$ cat src/rtl/bt_pkg.sv
package bt_pkg;

  typedef enum logic [1:0] {
    BT_UP   = 2'd0,
    BT_TRI  = 2'd1,
    BT_QUAD = 2'd2,
    BT_SPARE = 2'd3
  } bt_mode_e;

  // Clocks between count steps for prescale code n.
  function automatic int unsigned presc_period(input int unsigned code,
                                               input int unsigned code_w);
    int unsigned top;
    top = (1 << code_w) - 1;
    return (code == top) ? 1 : 2 * (code + 1);
  endfunction

  // Phase order 00 -> 10 -> 11 -> 01 (bits {a,b}) counts up.
  // Result bit 0 = step up, bit 1 = step down.
  function automatic logic [1:0] quad_move(input logic [1:0] prev,
                                           input logic [1:0] cur);
    logic [1:0] r;
    r = 2'b00;
    unique case ({prev, cur})
      4'b00_10, 4'b10_11, 4'b11_01, 4'b01_00: r = 2'b01;
      4'b10_00, 4'b11_10, 4'b01_11, 4'b00_01: r = 2'b10;
      default:                                r = 2'b00;
    endcase
    return r;
  endfunction

endpackage

$ cat src/rtl/bt_sync.sv
module bt_sync #(
  parameter int N = 3,
  parameter logic [N-1:0] RST_VAL = '0
) (
  input  logic         clk,
  input  logic         rst_n,
  input  logic [N-1:0] din,
  output logic [N-1:0] dout
);

  logic [N-1:0] meta_q, safe_q;

  always_ff @(posedge clk or negedge rst_n) begin
    if (!rst_n) begin
      meta_q <= RST_VAL;
      safe_q <= RST_VAL;
    end else begin
      meta_q <= din;
      safe_q <= meta_q;
    end
  end

  assign dout = safe_q;

endmodule

$ cat src/rtl/bt_prescaler.sv
module bt_prescaler #(
  parameter int CODE_W = 5
) (
  input  logic              clk,
  input  logic              rst_n,
  input  logic              run,
  input  logic [CODE_W-1:0] code,
  output logic              tick
);

  localparam int CNT_W = CODE_W + 2;

  logic [CNT_W-1:0] div_q;
  logic [CNT_W-1:0] period;

  always_comb begin
    period = CNT_W'(bt_pkg::presc_period(int'(code), CODE_W));
  end

  // >= so that a code lowered mid-period still wraps promptly
  assign tick = run && (div_q >= period - CNT_W'(1));

  always_ff @(posedge clk or negedge rst_n) begin
    if (!rst_n)             div_q <= '0;
    else if (!run || tick)  div_q <= '0;
    else                    div_q <= div_q + CNT_W'(1);
  end

endmodule

$ cat src/rtl/bt_quad.sv
module bt_quad (
  input  logic       clk,
  input  logic       rst_n,
  input  logic       run,
  input  logic [1:0] ab,
  output logic       q_up,
  output logic       q_dn
);

  logic [1:0] prev_q;
  logic [1:0] move;

  always_comb move = bt_pkg::quad_move(prev_q, ab);

  assign q_up = run && move[0];
  assign q_dn = run && move[1];

  // prev follows the inputs even when idle, so a start never sees a stale edge
  always_ff @(posedge clk or negedge rst_n) begin
    if (!rst_n) prev_q <= 2'b00;
    else        prev_q <= ab;
  end

endmodule

$ cat src/rtl/bt_core.sv
module bt_core #(
  parameter int WIDTH   = 16,
  parameter int LO_TAP  = 9,
  parameter int MID_TAP = 14
) (
  input  logic             clk,
  input  logic             rst_n,
  input  logic             run,
  input  logic [1:0]       mode,
  input  logic             tick,
  input  logic             q_up,
  input  logic             q_dn,
  input  logic             match_en,
  input  logic [WIDTH-1:0] cmp,
  input  logic             ovf_en,
  input  logic             ovf_sel,
  input  logic             ext_clr,
  input  logic [1:0]       irq_sel,
  input  logic             wr_en,
  input  logic [WIDTH-1:0] wr_data,
  output logic [WIDTH-1:0] cnt,
  output logic             irq
);
  import bt_pkg::*;

  localparam int NTAP = 3;
  localparam int TAP_BIT [NTAP] = '{LO_TAP, MID_TAP, WIDTH - 1};
  localparam logic [WIDTH-1:0] ALL1 = {WIDTH{1'b1}};

  bt_mode_e   m;
  logic [WIDTH-1:0] cnt_q, cnt_d;
  logic       dir_q, dir_d;            // 1 = descending (triangle mode)
  logic       step_up, step_dn;
  logic       turn_dn, turn_up, going_dn;
  logic [NTAP-1:0] carry;
  logic       ovf_hit, match_hit, irq_hit;

  always_comb m = bt_mode_e'(mode);

  // Triangle turn points
  assign turn_dn  = !dir_q && (cnt_q == ALL1 ||
                    (match_en && cnt_q == cmp && cnt_q != '0));
  assign turn_up  = dir_q && (cnt_q == '0);
  assign going_dn = turn_dn || (dir_q && !turn_up);

  always_comb begin
    step_up = 1'b0;
    step_dn = 1'b0;
    dir_d   = dir_q;
    unique case (m)
      BT_TRI: begin
        step_up = tick && !going_dn;
        step_dn = tick && going_dn;
        if (tick) dir_d = going_dn;
      end
      BT_QUAD: begin
        step_up = q_up;
        step_dn = q_dn;
      end
      default: begin
        step_up = tick;
        dir_d   = 1'b0;
      end
    endcase
  end

  // Carry out of each tap bit on an upward step
  for (genvar g = 0; g < NTAP; g++) begin : g_tap
    localparam logic [WIDTH-1:0] MASK = ALL1 >> (WIDTH - 1 - TAP_BIT[g]);
    assign carry[g] = step_up && ((cnt_q & MASK) == MASK);
  end

  assign ovf_hit   = ovf_en && (ovf_sel ? carry[0] : carry[2]);
  assign match_hit = match_en && (m != BT_TRI) && (step_up || step_dn) &&
                     (cnt_q == cmp);

  always_comb begin
    unique case (irq_sel)
      2'd0:    irq_hit = carry[0];
      2'd1:    irq_hit = carry[1];
      default: irq_hit = carry[2];
    endcase
  end

  always_comb begin
    if (ovf_hit || match_hit) cnt_d = '0;
    else if (step_up)         cnt_d = cnt_q + WIDTH'(1);
    else if (step_dn)         cnt_d = cnt_q - WIDTH'(1);
    else                      cnt_d = cnt_q;
  end

  always_ff @(posedge clk or negedge rst_n) begin
    if (!rst_n) begin
      cnt_q <= '0;
      dir_q <= 1'b0;
      irq   <= 1'b0;
    end else if (!run || ext_clr) begin
      cnt_q <= '0;
      dir_q <= 1'b0;
      irq   <= 1'b0;
    end else if (wr_en) begin
      cnt_q <= wr_data;
      irq   <= 1'b0;
    end else begin
      cnt_q <= cnt_d;
      dir_q <= dir_d;
      irq   <= irq_hit;
    end
  end

  assign cnt = cnt_q;

endmodule

$ cat src/rtl/base_timer.sv
module base_timer #(
  parameter int WIDTH   = 16,
  parameter int CODE_W  = 5,
  parameter int LO_TAP  = 9,   // must be below MID_TAP
  parameter int MID_TAP = 14   // must be below WIDTH-1
) (
  input  logic              clk,
  input  logic              rst_n,
  input  logic              run,
  input  logic [1:0]        mode,
  input  logic [CODE_W-1:0] presc_code,
  input  logic              match_rst_en,
  input  logic [WIDTH-1:0]  cmp_val,
  input  logic              ovf_rst_en,
  input  logic              ovf_rst_sel,
  input  logic              ext_rst_en,
  input  logic              ext_rst_n,
  input  logic [1:0]        irq_sel,
  input  logic              wr_en,
  input  logic [WIDTH-1:0]  wr_data,
  input  logic              phase_a,
  input  logic              phase_b,
  output logic [WIDTH-1:0]  count,
  output logic              irq
);

  // Named internal events, visible to the bound checker
  logic [2:0] pins_s;
  logic       tick;
  logic       ext_clr;
  logic       q_up, q_dn;

  bt_sync #(.N(3), .RST_VAL(3'b100)) u_sync (
    .clk  (clk),
    .rst_n(rst_n),
    .din  ({ext_rst_n, phase_a, phase_b}),
    .dout (pins_s)
  );

  assign ext_clr = ext_rst_en && !pins_s[2];

  bt_prescaler #(.CODE_W(CODE_W)) u_presc (
    .clk  (clk),
    .rst_n(rst_n),
    .run  (run),
    .code (presc_code),
    .tick (tick)
  );

  bt_quad u_quad (
    .clk  (clk),
    .rst_n(rst_n),
    .run  (run),
    .ab   (pins_s[1:0]),
    .q_up (q_up),
    .q_dn (q_dn)
  );

  bt_core #(.WIDTH(WIDTH), .LO_TAP(LO_TAP), .MID_TAP(MID_TAP)) u_core (
    .clk     (clk),
    .rst_n   (rst_n),
    .run     (run),
    .mode    (mode),
    .tick    (tick),
    .q_up    (q_up),
    .q_dn    (q_dn),
    .match_en(match_rst_en),
    .cmp     (cmp_val),
    .ovf_en  (ovf_rst_en),
    .ovf_sel (ovf_rst_sel),
    .ext_clr (ext_clr),
    .irq_sel (irq_sel),
    .wr_en   (wr_en),
    .wr_data (wr_data),
    .cnt     (count),
    .irq     (irq)
  );

endmodule

$ cat config.mk
export PLATFORM = sky130hd
export DESIGN_NAME = base_timer
export DESIGN_NICKNAME = d
export VERILOG_FILES = /design/src/rtl/bt_pkg.sv /design/src/rtl/bt_sync.sv /design/src/rtl/bt_prescaler.sv /design/src/rtl/bt_quad.sv /design/src/rtl/bt_core.sv /design/src/rtl/base_timer.sv
export SDC_FILE = /design/constraint.sdc
export NUM_CORES = 1
export LEC_CHECK = 0
export ABC_AREA = 1
export BUFFER_PORTS_ARGS = -buffer_cell sky130_fd_sc_hd__buf_2
export CAP_MARGIN = 40
export CORE_MARGIN = 2
export CORE_UTILIZATION = 55
export DETAILED_ROUTE_END_ITERATION = 7
export PLACE_DENSITY = 0.92
export SKIP_CTS_REPAIR_TIMING = 1
export SYNTH_ARGS = -nofsm -noshare
export SYNTH_HDL_FRONTEND = slang
export SYNTH_HIERARCHICAL = 1
export SYNTH_SLANG_ARGS = --single-unit
$ cat constraint.sdc
create_clock -name clk -period 4.3 [get_ports clk]
set_input_delay 1.29 -clock clk [delete_from_list [all_inputs] [get_ports clk]]
set_output_delay 1.29 -clock clk [all_outputs]
set_load 0.005 [all_outputs]
Word level (Yosys, flattened, before mapping)
Memory sizes are Yosys's and may differ from the RTL's. Cells that the tools add are included.

Flip-flop bits (word level): 33. Bits in read-only memories: 32. Bits of input ports: 52. Output and inout bits: 17. Word-level logic and storage cells: 77. Memories: 1.

Add/subtract/negate cells: 5. Magnitude comparators: 1. Eq/ne operators: 12. Multiplexer cells: 17. Reduce and logical (&&, ||, !) cells: 34.

Memories: (no name shown) (words 16, bits a word 2, rd ports 1, clocked after Yosys merged registers in 0, wr ports 0, RTL line bt_pkg.sv:24) `unique case ({prev, cur})`.

Operators by type and width (count): $mux W16 (5); $logic_and A1 B1 Y1 (18); $add A16 B1 Y16 const B (1); $eq A16 B16 Y1 (1); $eq A16 B16 Y1 const B (1); $logic_not A16 Y1 (1); $reduce_bool A16 Y1 (1); $sub A16 B1 Y16 const B (1); $eq A15 B15 Y1 const B (1); $mux W7 (2); $eq A10 B10 Y1 const B (1); $pmux W1 S2 (4); $add A7 B1 Y7 const B (1); $ge A7 B7 Y1 (1); $sub A7 B1 Y7 const B (1); $add A5 B1 Y6 const B (1); $logic_or A1 B1 Y1 (6); $mux W1 (6); $ne A2 B1 Y1 const B (3); $eq A5 B5 Y1 const B (1); $logic_not A1 Y1 (5); $reduce_bool A5 Y1 (1); $eq A2 B1 Y1 const B (2); $ne A3 B1 Y1 const B (1); 3 further kinds (3).

Logic depth before layout (Yosys ltp)
Depth after elaboration: 16. Mapped depth: 35. Gate-level depth less buffers: 35.

By module
The synthesis kept the hierarchy.

Modules (own cells, without submodules): bt_core (instances 1, cells an instance 375, area an instance 2324.7 um2, sequential area each 450.4 um2); bt_prescaler (instances 1, cells an instance 106, area an instance 729.4 um2, sequential area each 175.2 um2); bt_sync (instances 1, cells an instance 6, area an instance 152.6 um2, sequential area each 152.6 um2); bt_quad (instances 1, cells an instance 20, area an instance 120.1 um2, sequential area each 50.0 um2); base_timer (instances 1, cells an instance 2, area an instance 10.0 um2, sequential area each 0.0 um2).

Least setup slack after synthesis
OpenSTA, ideal clock, no wires.

Path kind: input -> register. Start: input port presc_code[0]. End: register u_core.cnt_q[13], in the netlist u_core/cnt[13]. Library setup time: 116 ps. Arrival: 5245 ps. Data required time: 4184 ps. Path slack: -1061 ps. Cell stages on the path: 29. Path buffers: 0. Path through: ha_1 -> nand2_1 -> nor2_1 -> ha_1 -> nor2_4 -> nand3_1 -> nor2_2 -> nand2_1 -> nand2_1 -> nand2_1 -> ha_1 -> nand2_1 -> nor2_1 -> nand2_1 -> a21boi_0 -> inv_1 -> nand2_1 -> nand2_1 -> ha_1 -> a21oi_1 -> nor2_1 -> a211oi_1 -> nand3_1 -> a31oi_1 -> xor2_1 -> nand3b_1 -> nand2_1 -> nand2_1 -> nand2_1.

Longest elaborated chain between the ends: 14. Elaborated cells between the ends (all ways): 23. Those cells by class: 2 x add/sub; 1 x order compare; 1 x eq/ne; 8 x mux; 11 x reduce/logical.

Ends and longest elaborated chain: from (decl) (RTL line base_timer.sv:11) `input logic [CODE_W-1:0] presc_code,`; $add A5 B1 Y6 / $eq A5 B5 Y1 (equally long branches) (RTL line bt_pkg.sv:15) `return (code == top) ? 1 : 2 * (code + 1);`; $mux W7 (*) (RTL line bt_pkg.sv:15); $sub A7 B1 Y7 (*) (RTL line bt_prescaler.sv:21) `assign tick = run && (div_q >= period - CNT_W'(1));`; $ge A7 B7 Y1 (*) (RTL line bt_prescaler.sv:21); $logic_and A1 B1 Y1 (*) (RTL line bt_prescaler.sv:21); named net tick (RTL line base_timer.sv:29) `logic tick;`; $logic_and A1 B1 Y1 (on tied branches) (RTL line bt_core.sv:52, bt_core.sv:53); $pmux W1 S2 (RTL line bt_core.sv:50) `unique case (m)`; $logic_and A1 B1 Y1 / $logic_or A1 B1 Y1 (equally long branches) (RTL line bt_core.sv:70, bt_core.sv:74); $mux W1 / $logic_and A1 B1 Y1 (equally long branches) (RTL line bt_core.sv:73, bt_core.sv:74); $logic_and A1 B1 Y1 (on tied branches) (RTL line bt_core.sv:73, bt_core.sv:74); $logic_or A1 B1 Y1 (RTL line bt_core.sv:86) `if (ovf_hit || match_hit) cnt_d = '0;`; $mux W16 (RTL line bt_core.sv:86); $mux W16 (RTL line bt_core.sv:101) `end else if (wr_en) begin`; $mux W16 (RTL line bt_core.sv:97) `end else if (!run || ext_clr) begin`; to (signal assigned) (RTL line bt_core.sv:102) `cnt_q <= wr_data;`; to (signal assigned) (RTL line bt_core.sv:105) `cnt_q <= cnt_d;`; to (decl) (RTL line bt_core.sv:31) `logic [WIDTH-1:0] cnt_q, cnt_d;`.

Mark *: on every way through the listed nets, which the timed path passes. The rest lies on a longest branch. A chain may end at the register's enable or synchronous reset.

Worst setup path in the final report
Start: input port presc_code[1]. End: register u_core.cnt_q[14], in the netlist u_core/cnt[14].

The elaborated chain is that of the path after synthesis.

==> results.cfg <==
[status]
status = finished with violations
failed_checks = negative setup slack

[logic_synthesis]
synth_top_area_cell = dfrtp_1
synth_nets = 588
synthTopCellsByArea = dfrtp_1, nand2_1, ha_1
ys_seq_area_share_pct = 24.8
ys_seq_elements = 33
synth_area_um2 = 3340
synth.avg_cell_area_um2 = 6.56
post_synth_inst_count = 509
yosysTopAreaCellShare_pct = 23.2
synth_ff_type = dfrtp_1
synth-async-reset-ratio_pct = 100
synth_edf_count = 0
ys_types = 44
yosys_warnings = 6

[floorplan]
fp-row-count = 28
die-area_um2 = 6710
core_area_um2 = 5890
die_h_um = 81.9
start_util_pct = 56.7
pin_count = 69
die_x_um = 81.9

[grt]
grt_pass1_wl_mm = 16.3
grt_pass1_vias = 3795
antenna_found_initial = 0
grt_usage_pct = 31.6
grt_max_degree = 34
grt_overflow = 0

[timing]
setup_viol = 17
fmax_ghz = 0.184
finClkSkew_ps = 9.55
worst_slack_ps = -1120
finalCritPeriodShare_pct = 126
holdWs_ps = 357
finalCriticalPeriod_ps = 5420
slew_headroom_pct = 45.7
rsz0062_at_grt = true
finalHoldViolCount = 0
slew_viol_final = 0
fin_tns_setup_ps = -11660
max_slew.worst_pin.slew_ps = 814

[power_and_ir_drop]
combPwrFrac_pct = 59.0
pwr-share-clk_pct = 17.3
sw_frac_of_total_pct = 44.1
p_leak_nw = 2.53
power_frac_seq_pct = 23.7
p_per_area_nw_per_um2 = 366
switchingPower_mw = 0.788
intPower_mw = 1.00
vdd_drop_max_mv = 0.235

[route]
via_per_inst = 6.46
drt_first_pass_iters = 6
ant_nets = 0
vias = 4603
drt_iter0_drc = 616
drt_wl_total_mm = 14.4
wl_per_cell_um = 20.2
drc = 0

[setup_path]
critPathRequiredTime_ps = 4540
critical_path.startpoint = presc_code[1]
end_kind = flip-flop
start_kind = input pin
critical_path.max_stage_delay_ps = 320
slowest_stage = ha_4
cpMostUsedCell = nand2_1
r2r_slack_ps = 450
crit_buf_inv = 3
cp.depth = 34
crit_fanout = 4
crit_family = simple AND/OR/NAND/NOR gates
r2r_cells = 25
worstPathArrival_ps = 5660
r2r-start = u_presc/div_q[2]
criticalPathCategory = in -> reg

[layout]
final_cell_mix = nand2_1, buf_2, inv_1, buf_4, nor2_1
drive_gt1_share_pct = 37.9
antenna-diode-count = 0
syn2layout_area_growth_pct = 46.7
final_nets = 716
layout.cells.most_common = nand2_1

[place]
hpwl_mm = 7.94
gp_congestion = 0.901
port_buffers = 68

[min_path]
hp-start = u_sync/meta_q[1]
min_path_type = reg -> reg
hold_depth = 0

[clocking]
h-tree-depth = 2
cts_tree = done
cts-root-buf = clkbuf_8
cts_made_buffers = 5
clock_sinks = 33
ctsLongestPathBuffers = 2
clock_latency_ps = 300
clk_pin_slew_ps = 80

[flow_run]
maxCapViolCount = 0
final timing paths:
path / endpoint
max: u_core/cnt[14]
min: u_sync/dout[1]
max reg2reg: u_core/cnt[14]
min reg2reg: u_sync/dout[1]
max in group asynchronous: u_core/cnt[6]
min in group asynchronous: u_presc/div_q[4]
metal layers:
layer | up-vias | track usage (%) | share of wire (%)
li1 | 1889 | - | -
met1 | 2108 | 35.6 | 34
met2 | 454 | 56.7 | 47
met3 | 152 | 5.71 | 12
met4 | 0 | 16.0 | 8.1
met5 | - | 0 | 0
kinds of logic (layout without fill, tap and decap cells):
group                      Yosys count  count (layout)  share of synthesized area, %
and+or+nand+nor                    314             316                          42.6
buffers and inverters               73             200                          9.04
AOI/OAI and AO/OA                   42              42                          7.91
DFF                                 33              33                          24.8
adders and majority gates           27              27                          10.3
xor gates and xnor gates            20              20                          5.25
Yosys cell counts (all sizes together) (2+ instances only):
master and n:
a211oi 2, a21o 2, a21oi 21, buf 5
dfrtp 31, dfstp 2, ha 26, inv 66
nand2 197, nand3 42, nand3b 5, nand4 7
nor2 47, nor3 5, nor4 6, o2111ai 2
o21a 3, o21ai 7, or2 2, xnor2 9
xor2 11
state kept, by name, summed over array words and instances (netlist names):
signal,cells
u_quad/prev_q,2
u_presc/div_q,7
u_core/irq,1
u_sync/meta_q,3
u_core/dir_q,1
u_core/cnt,16
u_sync/dout,3
cell type report:
type	count	area, um^2
clock buffer	5	68.8
clock inverter	3	46.3
fill	325	990
inverter	67	254
multi-input combinational	405	2760
sequential	33	828
tap	75	93.8
timing repair buffer	125	846
power groups by stage:
| stage | registers [mW] | logic [mW] | clock network (mW) |
|---|---|---|---|
| final | 0.424 | 1.06 | 0.309 |
| after global routing | 0.423 | 1.11 | 0.321 |
| after CTS | 0.414 | 0.821 | 0.300 |
| after detailed placement | 0.419 | 0.812 | 0 |
| after global placement | 0.417 | 0.776 | 0 |
| after floorplan | 0.399 | 0.531 | 0 |
stage by stage:
stage	utilization, %	cell area, um^2	power (mW)	std cells	worst slack [ps]
after global routing	83.2	4900	1.86	713	-1140
after floorplan	-	3580	0.930	509	-507
after CTS	75.9	4470	1.53	700	-752
after detailed placement	73.9	4350	1.23	692	-965
final	83.2	4900	1.79	713	-1120
after global placement	73.9	4350	1.19	692	-712
Note: power is estimated with default switching activity, not from simulation.
